--- src/rtl/mac_pkg.sv ---
`timescale 1ns/1ps
package mac_pkg;
  typedef enum logic [2:0] {
    OP_CLR  = 3'd0,
    OP_MPY  = 3'd1,
    OP_MAC  = 3'd2,
    OP_MACN = 3'd3,
    OP_READ = 3'd4
  } mac_op_e;

  typedef enum logic [1:0] {
    SC_NONE = 2'd0,
    SC_UP   = 2'd1,
    SC_DOWN = 2'd2,
    SC_ALT  = 2'd3
  } scale_e;
endpackage

--- src/rtl/mac_opregs.sv ---
`timescale 1ns/1ps
module mac_opregs #(
  parameter int DW    = 24,
  parameter int NPAIR = 2,
  localparam int SW   = $clog2(NPAIR)
) (
  input  logic                       clk,
  input  logic                       rst_n,
  input  logic                       ld_en,
  input  logic [SW-1:0]              ld_sel,
  input  logic [DW-1:0]              x_in,
  input  logic [DW-1:0]              y_in,
  output logic [NPAIR-1:0][DW-1:0]   x_q,
  output logic [NPAIR-1:0][DW-1:0]   y_q
);
  for (genvar p = 0; p < NPAIR; p++) begin : g_pair
    logic          we;
    logic [DW-1:0] xr, yr;

    always_comb we = ld_en && (ld_sel == SW'(p));

    always_ff @(posedge clk or negedge rst_n) begin
      if (!rst_n) begin
        xr <= '0;
        yr <= '0;
      end else if (we) begin
        xr <= x_in;
        yr <= y_in;
      end
    end

    assign x_q[p] = xr;
    assign y_q[p] = yr;
  end

  // no load strobe, no operand change
  assert_opregs_hold_R2: assert property (@(posedge clk) disable iff (!rst_n)
    !ld_en |=> ($stable(x_q) && $stable(y_q)));
endmodule

--- src/rtl/mac_core.sv ---
`timescale 1ns/1ps
module mac_core
  import mac_pkg::*;
#(
  parameter int DW    = 24,
  parameter int GW    = 8,
  parameter int NPAIR = 2,
  localparam int SW   = $clog2(NPAIR),
  localparam int AW   = 2*DW + GW,
  localparam int NACC = 2
) (
  input  logic                      clk,
  input  logic                      rst_n,
  input  logic                      cmd_vld,
  input  logic [2:0]                cmd_op,
  input  logic                      acc_sel,
  input  logic [SW-1:0]             x_sel,
  input  logic [SW-1:0]             y_sel,
  input  logic [NPAIR-1:0][DW-1:0]  x_q,
  input  logic [NPAIR-1:0][DW-1:0]  y_q,
  output logic [NACC-1:0][AW-1:0]   acc_q
);
  logic signed [DW-1:0]   xa, ya;
  logic signed [2*DW-1:0] prod;
  logic [AW-1:0]          pext, cur, upd;
  logic                   wr;

  always_comb begin
    xa   = x_q[x_sel];
    ya   = y_q[y_sel];
    prod = xa * ya;
    pext = {{(GW-1){prod[2*DW-1]}}, prod, 1'b0};
    cur  = acc_q[acc_sel];
    wr   = 1'b0;
    upd  = cur;
    if (cmd_vld) begin
      unique case (cmd_op)
        OP_CLR:  begin upd = '0;          wr = 1'b1; end
        OP_MPY:  begin upd = pext;        wr = 1'b1; end
        OP_MAC:  begin upd = cur + pext;  wr = 1'b1; end
        OP_MACN: begin upd = cur - pext;  wr = 1'b1; end
        default: begin upd = cur;         wr = 1'b0; end
      endcase
    end
  end

  for (genvar i = 0; i < NACC; i++) begin : g_acc
    logic          en;
    logic [AW-1:0] ar;

    always_comb en = wr && (acc_sel == 1'(i));

    always_ff @(posedge clk or negedge rst_n) begin
      if (!rst_n)  ar <= '0;
      else if (en) ar <= upd;
    end

    assign acc_q[i] = ar;

    // a command aimed at the other accumulator leaves this one alone
    assert_other_acc_hold_R3: assert property (@(posedge clk) disable iff (!rst_n)
      (acc_sel != 1'(i)) |=> $stable(acc_q[i]));
    // clear leaves zero
    assert_clr_zero_R6: assert property (@(posedge clk) disable iff (!rst_n)
      (cmd_vld && cmd_op == OP_CLR && acc_sel == 1'(i)) |=> (acc_q[i] == '0));
    // undefined codes do not touch the accumulator
    assert_bad_op_ignored_R11: assert property (@(posedge clk) disable iff (!rst_n)
      (cmd_op > 3'd4) |=> $stable(acc_q[i]));
  end
endmodule

--- src/rtl/mac_limiter.sv ---
`timescale 1ns/1ps
module mac_limiter
  import mac_pkg::*;
#(
  parameter int DW  = 24,
  parameter int GW  = 8,
  localparam int AW = 2*DW + GW,
  localparam int EW = AW + 2
) (
  input  logic [AW-1:0] acc,
  input  logic [1:0]    scale,
  output logic [DW-1:0] word,
  output logic          sat
);
  localparam logic [EW-1:0] HALF = EW'(1) << (DW-1);
  localparam logic [DW-1:0] POS_FS = {1'b0, {(DW-1){1'b1}}};
  localparam logic [DW-1:0] NEG_FS = {1'b1, {(DW-1){1'b0}}};

  logic [EW-1:0]   v, r;
  logic [GW+2:0]   top;
  logic            fits;

  always_comb begin
    unique case (scale)
      SC_UP:   v = {acc[AW-1], acc, 1'b0};
      SC_DOWN: v = {{3{acc[AW-1]}}, acc[AW-1:1]};
      default: v = {{2{acc[AW-1]}}, acc};
    endcase
    r    = v + HALF;
    top  = r[EW-1:2*DW-1];
    fits = (&top) || (~|top);
    sat  = !fits;
    if (fits)          word = r[2*DW-1:DW];
    else if (r[EW-1])  word = NEG_FS;
    else               word = POS_FS;
  end
endmodule

--- src/rtl/fx_mac_unit.sv ---
`timescale 1ns/1ps
module fx_mac_unit
  import mac_pkg::*;
#(
  parameter int DW    = 24,
  parameter int GW    = 8,
  parameter int NPAIR = 2,
  localparam int SW   = $clog2(NPAIR),
  localparam int AW   = 2*DW + GW
) (
  input  logic          clk,
  input  logic          rst_n,
  input  logic [DW-1:0] x_bus,
  input  logic [DW-1:0] y_bus,
  input  logic          ld_en,
  input  logic [SW-1:0] ld_sel,
  input  logic          cmd_vld,
  input  logic [2:0]    cmd_op,
  input  logic          acc_sel,
  input  logic [SW-1:0] x_sel,
  input  logic [SW-1:0] y_sel,
  input  logic [1:0]    scale,
  output logic [DW-1:0] rd_data,
  output logic          rd_vld,
  output logic          lim_flag
);
  logic [NPAIR-1:0][DW-1:0] x_q, y_q;
  logic [1:0][AW-1:0]       acc_q;
  logic [DW-1:0]            lim_word;
  logic                     lim_sat;

  logic [DW-1:0] rd_data_d;
  logic          rd_vld_d, lim_flag_d;

  mac_opregs #(.DW(DW), .NPAIR(NPAIR)) i_opregs (
    .clk(clk), .rst_n(rst_n), .ld_en(ld_en), .ld_sel(ld_sel),
    .x_in(x_bus), .y_in(y_bus), .x_q(x_q), .y_q(y_q)
  );

  mac_core #(.DW(DW), .GW(GW), .NPAIR(NPAIR)) i_core (
    .clk(clk), .rst_n(rst_n), .cmd_vld(cmd_vld), .cmd_op(cmd_op),
    .acc_sel(acc_sel), .x_sel(x_sel), .y_sel(y_sel),
    .x_q(x_q), .y_q(y_q), .acc_q(acc_q)
  );

  mac_limiter #(.DW(DW), .GW(GW)) i_limiter (
    .acc(acc_q[acc_sel]), .scale(scale), .word(lim_word), .sat(lim_sat)
  );

  always_comb begin
    rd_vld_d   = cmd_vld && (cmd_op == OP_READ);
    rd_data_d  = rd_vld_d ? lim_word : rd_data;
    lim_flag_d = lim_flag || (rd_vld_d && lim_sat);
  end

  always_ff @(posedge clk or negedge rst_n) begin
    if (!rst_n) begin
      rd_data  <= '0;
      rd_vld   <= 1'b0;
      lim_flag <= 1'b0;
    end else begin
      rd_data  <= rd_data_d;
      rd_vld   <= rd_vld_d;
      lim_flag <= lim_flag_d;
    end
  end

  // without a read command the output word holds and no valid pulse appears
  assert_rd_hold_R8: assert property (@(posedge clk) disable iff (!rst_n)
    !(cmd_vld && cmd_op == OP_READ) |=> ($stable(rd_data) && !rd_vld));
  // the flag is sticky
  assert_flag_sticky_R10: assert property (@(posedge clk) disable iff (!rst_n)
    !$fell(lim_flag));
  // a newly raised flag comes with a full-scale word
  assert_sat_word_R10: assert property (@(posedge clk) disable iff (!rst_n)
    $rose(lim_flag) |-> (rd_vld && (rd_data == {1'b0, {(DW-1){1'b1}}} ||
                                    rd_data == {1'b1, {(DW-1){1'b0}}})));
endmodule

--- config.mk ---
export PLATFORM = sky130hd
export DESIGN_NAME = fx_mac_unit
export DESIGN_NICKNAME = d
export VERILOG_FILES = /design/src/rtl/mac_pkg.sv /design/src/rtl/mac_opregs.sv /design/src/rtl/mac_core.sv /design/src/rtl/mac_limiter.sv /design/src/rtl/fx_mac_unit.sv
export SDC_FILE = /design/constraint.sdc
export NUM_CORES = 2
export LEC_CHECK = 0
export ABC_AREA = 1
export BUFFER_PORTS_ARGS = -buffer_cell sky130_fd_sc_hd__buf_2
export CAP_MARGIN = 0
export CORE_MARGIN = 1.5
export CORE_UTILIZATION = 41
export DETAILED_ROUTE_END_ITERATION = 12
export PLACE_DENSITY_LB_ADDON = 0.2
export SETUP_SLACK_MARGIN = 0.2
export SLEW_MARGIN = 20
export SYNTH_ARGS = -nofsm -noshare
export SYNTH_HDL_FRONTEND = slang
export SYNTH_SLANG_ARGS = --single-unit
--- constraint.sdc ---
create_clock -name clk -period 11.46 [get_ports clk]
set_clock_uncertainty 0.05 [all_clocks]
set_input_delay 1.719 -clock clk [delete_from_list [all_inputs] [get_ports clk]]
set_output_delay 1.719 -clock clk [all_outputs]
set_load 0.02 [all_outputs]
Yosys cells after proc, flatten, opt, wreduce, memory -nomap -nowiden
Cells that the tools add are included.
W data, S select, Z words.
{"block": "totals", "ff_bits": 234, "elab_cells": 51}
{"block": "classes", "addsub": 3, "mul": 1, "magnitude_cmp": 3, "n_eq_ne": 6, "mux": 13, "bitwise_logic": 2, "n_reduce_logical": 14}
{"operator": "$pmux W56 S4", "n": 1}
{"operator": "$mux W56", "n": 3}
{"operator": "$mux W24", "n": 6}
{"operator": "$pmux W56 S2", "n": 1}
{"operator": "$add A57 B25 Y58 const B", "n": 1}
{"operator": "$add A56 B56 Y56", "n": 1}
{"operator": "$sub A56 B56 Y56", "n": 1}
{"operator": "$mul A24 B24 Y48", "n": 1}
{"operator": "$reduce_and A11 Y1", "n": 1}
{"operator": "$reduce_or A11 Y1", "n": 1}
{"operator": "$eq A3 B2 Y1 const B", "n": 2}
{"operator": "$logic_and A1 B1 Y1", "n": 6}
{"operator": "$lt A1 B2 Y1 const B", "n": 3}
{"operator": "$reduce_or A4 Y1", "n": 1}
{"operator": "$eq A3 B1 Y1 const B", "n": 1}
{"operator": "$eq A3 B3 Y1 const B", "n": 1}
{"operator": "$logic_not A3 Y1", "n": 1}
{"operator": "$eq A2 B1 Y1 const B", "n": 1}
{"operator": "$eq A2 B2 Y1 const B", "n": 1}
{"operator": "$logic_not A1 Y1", "n": 2}
{"operator": "$logic_or A1 B1 Y1", "n": 2}
{"operator": "$mux W1", "n": 2}
{"operator": "$not A1 Y1", "n": 2}

Depth between registers and ports, before layout
{"block": "depth", "depth_word": 10, "depth_mapped": 59, "depth_no_buf": 57}

Cells and area by module
From an unflattened synthesis, not the netlist that was laid out.
{"block": "hier_totals", "hier_cells": 5670, "hier_area_um2": 40821.7}
{"module": "mac_core", "n_inst": 1, "cells_per_inst": 4457, "area_each_um2": 32781.4, "seq_area_each_um2": 2802.7}
{"module": "mac_opregs", "n_inst": 1, "cells_per_inst": 418, "area_each_um2": 3769.9, "seq_area_each_um2": 2402.3}
{"module": "mac_limiter", "n_inst": 1, "cells_per_inst": 503, "area_each_um2": 2447.3, "seq_area_each_um2": 0.0}
{"module": "fx_mac_unit", "n_inst": 1, "cells_per_inst": 292, "area_each_um2": 1823.0, "seq_area_each_um2": 650.6}

Worst setup path after synthesis
OpenSTA, ideal clock, no wires.
{"block": "synth_timing", "kind": "input -> register", "start": "in y_sel", "end": "reg i_core.g_acc[1].ar[50]", "arrival_time_ps": 10704, "required_ps": 11290, "slack_ps": 587, "cell_stages": 44, "cell_sequence": "clkbuf_1 > buf_1 > nand2_1 > o21ai_1 > clkbuf_1 > nor2_1 > fa_1 > fa_1 > inv_1 > fa_1 > inv_1 > fa_1 > fa_1 > fa_1 > fa_1 > ha_1 > nand2_1 > nor2_1 > [8 not listed] > nand3_1 > nand3b_1 > nor3_1 > xor2_1 > nand2_1 > o21ai_0 > ha_1 > a21oi_1 > o21a_1 > o21ai_0 > a21oi_1 > nand3_1 > a21o_1 > a21o_1 > o21ai_0 > nand3_1 > o21ai_0 > inv_1"}
{"block": "synth_between", "elab_chain_cells": 6}
{"element": "start, declared", "line_no": "fx_mac_unit.sv:21", "text": "input logic [SW-1:0] y_sel,"}
{"element": "$mux W24 (implied by the code) * (2 in a row)", "line_no": "mac_core.sv:30", "text": "ya = y_q[y_sel];"}
{"element": "$mul A24 B24 Y48 *", "line_no": "mac_core.sv:31", "text": "prod = xa * ya;"}
{"element": "$sub A56 B56 Y56 / $add A56 B56 Y56 (equally long branches)", "line_no": "mac_core.sv:41, mac_core.sv:40"}
{"element": "$pmux W56 S4 *", "line_no": "mac_core.sv:37", "text": "unique case (cmd_op)"}
{"element": "$mux W56 *", "line_no": "mac_core.sv:36", "text": "if (cmd_vld) begin"}
{"element": "end signal, assigned", "line_no": "mac_core.sv:55", "text": "else if (en) ar <= upd;"}
{"element": "end, declared", "line_no": "mac_core.sv:49", "text": "logic [AW-1:0] ar;"}
Every way passes the cells marked *; elsewhere a longest branch is shown, timed or not. The select of a mux whose other input is x is not followed.
A chain may end at the register's enable or synchronous reset.

Final worst setup path
Ends and elaborated chain as after synthesis.

==> run_results.csv <==
group,metric,value,unit
logic_synthesis,synth_cell_type_count,50,
placed_design,gp_congestion,0.975,
drt,drt_iter0_markers,2453,
drt,vias_per_cell,4.93,
global_routing,use_met2,46.6,%
floorplanning,rows,113,
run_status,status,"finished, final reports clean",
floorplanning,die_area,0.0986,mm^2
logic_synthesis,syn-num-nets,6376,
sta,min_period,10.87,ns
final_layout,final_area,0.0487,mm^2
drt,vias,36875,
setup_path,r2r_cells,47,
floorplanning,core_area,0.0954,mm^2
setup_path,cp_top_family,"adder cells",
clocking,cts.sinks,232,
logic_synthesis,syn_avg_cell_area,7.19,um^2
global_routing,gr-usage-met3,2.59,%
setup_path,cp.required,11.98,ns
floorplanning,die_x,314,um
sta,drv_slew,0,
drt,drc_errors,0,
sta,hold-worst-slack,0.423,ns
setup_path,criticalPathCategory,"in -> reg",
setup_path,worstReg2RegStart,"i_opregs.g_pair[0].xr[23]",
run,maxCapViolCount,0,
setup_path,reg2reg_to,"i_core.g_acc[1].ar[50]",
final_layout,area_growth,22.8,%
setup_path,arrival,11.38,ns
sta,timing.fmax,92.0,MHz
logic_synthesis,synthArstFlopShare,100,%
global_routing,track_usage,27.4,%
floorplanning,start_util,41.5,%
setup_path,slowest_delay,0.58,ns
drt,firstDrtPassIters,5,
setup_path,cpMaxStageDelayCell,"fa_1",
setup_path,cp_num_buf_inv,13,
final_layout,drive_above_1_share,17.8,%
clocking,clk_latency,0.63,ns
global_routing,grt-busiest-layer,"met2",
sta,hold_violations,0,
logic_synthesis,ys_ff_latch,232,
setup_path,crit_path_start_kind,"primary input",
logic_synthesis,synth_edf_count,0,
global_routing,grt_pass1_wl,212,mm
global_routing,grt_overflow_total,0,
logic_synthesis,yosys_warnings,0,
final_layout,seq_area,0.00581,mm^2
clocking,ctsHoldBuffers,0,
logic_synthesis,synth_cells,5515,
placed_design,io_buffers,86,
final_layout,finish.net_count,7062,
clocking,cts_max_path_buffers,3,
floorplanning,ios,87,
drt,antenna_left,0,
logic_synthesis,synth-seq-area-share,14.6,%
logic_synthesis,synth-main-ff-cell,"dfrtp_1",
global_routing,grt_max_degree,100,
clocking,ctsHtreeMaxLevel,1,
min_path,min_to,"i_core.g_acc[0].ar[2]",
clocking,path_clk_slew,0.06,ns
drt,avgRoutedWirePerCell,17.8,um
min_path,min_path_cells,2,
setup_path,crit_path_frequent_cell,"fa_1",
min_path,hold_start,"i_core.g_acc[0].ar[2]",
drt,wirelength,133,mm
final_layout,fillCellCount,9601,
sta,maxSlewHeadroom,36.0,%
setup_path,r2r_slack,1.53,ns
min_path,holdCritPathClass,"reg -> reg",
setup_path,cp-end-kind,"flop",
setup_path,critPathMaxFanout,26,
global_routing,antenna_found_initial,1,
clocking,tritoncts,"done",
clocking,cts_buffers,29,
final_layout,multi_input_area,0.0291,mm^2
placed_design,place_hpwl,114,mm
placed_design,place_area,0.0468,mm^2
logic_synthesis,syn_area,0.0397,mm^2
global_routing,met1_usage,36.4,%
sta,worst_pin_slew,0.959,ns
sta,rsz0062_at_grt,"yes",
final_layout,num_antenna_cells,0,
sta,finalCritPeriodShare,94.8,%
sta,setup_viol,0,
global_routing,grt_pass1_vias,38209,
clocking,clock-root-buffer,"clkbuf_16",
floorplanning,die_h,314,um
==> layer usage <==
| metal | wire [um] | part of all wire, % |
|---|---|---|
| met4 | 5630 | 4.2 |
| met2 | 62800 | 47 |
| met3 | 6260 | 4.7 |
| met1 | 58500 | 44 |
| met5 | 16 | 0.012 |
==> tightest hold or removal path: cells and delay by family (launching register included) <==
kind	cells	cell delay, ns
flops	1	0.33
simple gates	2	0.11
==> registers in the layout (all words and copies together) (netlist names) <==
name and flops:
i_opregs.g_pair.yr 48, i_opregs.g_pair.xr 48, i_core.g_acc.ar 110, lim_flag 1, rd_vld 1, rd_data 24
==> placed cells by master, fill, tap and decap left out, drive strengths merged, types with 4 or more instances in the layout <==
cell,netlist,layout
o21a,4,4
nor3,26,26
or2,12,12
clkinvlp,0,11
clkbuf,152,42
nor3b,4,4
nand3b,11,11
buf,30,832
bufinv,0,4
nand4,38,38
nand2,1419,1419
inv,1225,1219
clkinv,13,18
a21o,14,14
xor2,76,76
xnor2,31,31
fa,608,608
a31oi,11,11
dfrtp,232,232
nand3,178,178
nor2,579,579
mux2i,28,28
ha,192,192
a21oi,144,144
o21ai,411,411
nor4,16,16
a21boi,6,6
o211ai,19,19
o22ai,9,9
o21bai,11,11
==> how the worst max path moves through the flow <==
| stage | endpoint | start | depth (start not counted) | slack (ns) |
|---|---|---|---|---|
| 4_1_cts | i_core.g_acc[1].ar[50] | y_sel | 47 | 0.21 |
| 3_3_place_gp | i_core.g_acc[0].ar[50] | y_sel | 46 | -0.47 |
| 6_report | i_core.g_acc[1].ar[50] | y_sel | 50 | 0.59 |
| 2_1_floorplan | i_core.g_acc[1].ar[50] | y_sel | 44 | 0.59 |
| 3_5_place_dp | i_core.g_acc[0].ar[43] | y_sel | 53 | -0.42 |
| 5_1_grt | i_core.g_acc[0].ar[52] | x_sel | 49 | 0.16 |
==> area by class of cell <==
class | count | share of cell area, %
inverters | 1238 | 9.61
clock inverters | 14 | 0.406
repair buffers | 837 | 13.4
flip-flops and latches | 232 | 11.9
multi-input cells | 3863 | 59.8
clock buffers | 37 | 1.63
well taps | 1265 | 3.25
==> per-stage QoR <==
stage / worst slack (ns) / utilization [%] / setup TNS (ns) / cells
finish: 0.593 / 51.0 / 0 / 7486
global route: 0.157 / 51.0 / 0 / 7486
CTS: 0.208 / 50.1 / 0 / 7467
detailed placement: -0.424 / 49.0 / -9.23 / 7416
global placement: -0.468 / 49.0 / -8.89 / 7416
floorplan: 0.587 / - / 0 / 5515
==> cell usage after synthesis, types with 12 or more instances <==
cell	instances	area, um^2
o211ai_1	19	143
nor4_1	16	100
a21o_1	14	105
nor3_1	25	125
o21ai_2	17	149
clkinv_1	12	45.0
buf_2	12	60.1
xnor2_1	31	272
ha_1	192	2400
o21ai_0	340	1700
nor2_1	568	2130
nand4_1	38	238
fa_1	608	12200
o21ai_1	54	270
xor2_1	76	666
inv_1	1222	4590
dfrtp_1	232	5810
clkbuf_1	152	571
nand2_1	1410	5290
a21oi_1	144	721
nand3_1	176	881
mux2i_1	28	280
==> cells by family (layout without fill, tap and decap cells) <==
kind of cell,after synthesis,count (layout),synth area share [%]
multiplexers,31,31,0.792
buffers and inverters,1420,2126,13.7
flip-flops,232,232,14.6
AND/OR/NAND/NOR,2289,2289,23.1
adder cells (fa/ha/maj),800,800,36.8
XOR/XNOR,107,107,2.36
AO/OA/AOI/OAI,636,636,8.65
==> what timing repair did <==
item | in CTS | in global routing
endpoints found under the setup margin | 1 | 52
resized for setup | 1 | 186
pin swaps | 0 | 31
gates cloned | 0 | 3
buffers inserted | 0 | 16
Power is not shown: default switching activity piles up to over one toggle a cycle in this logic, so the estimate is an artifact.
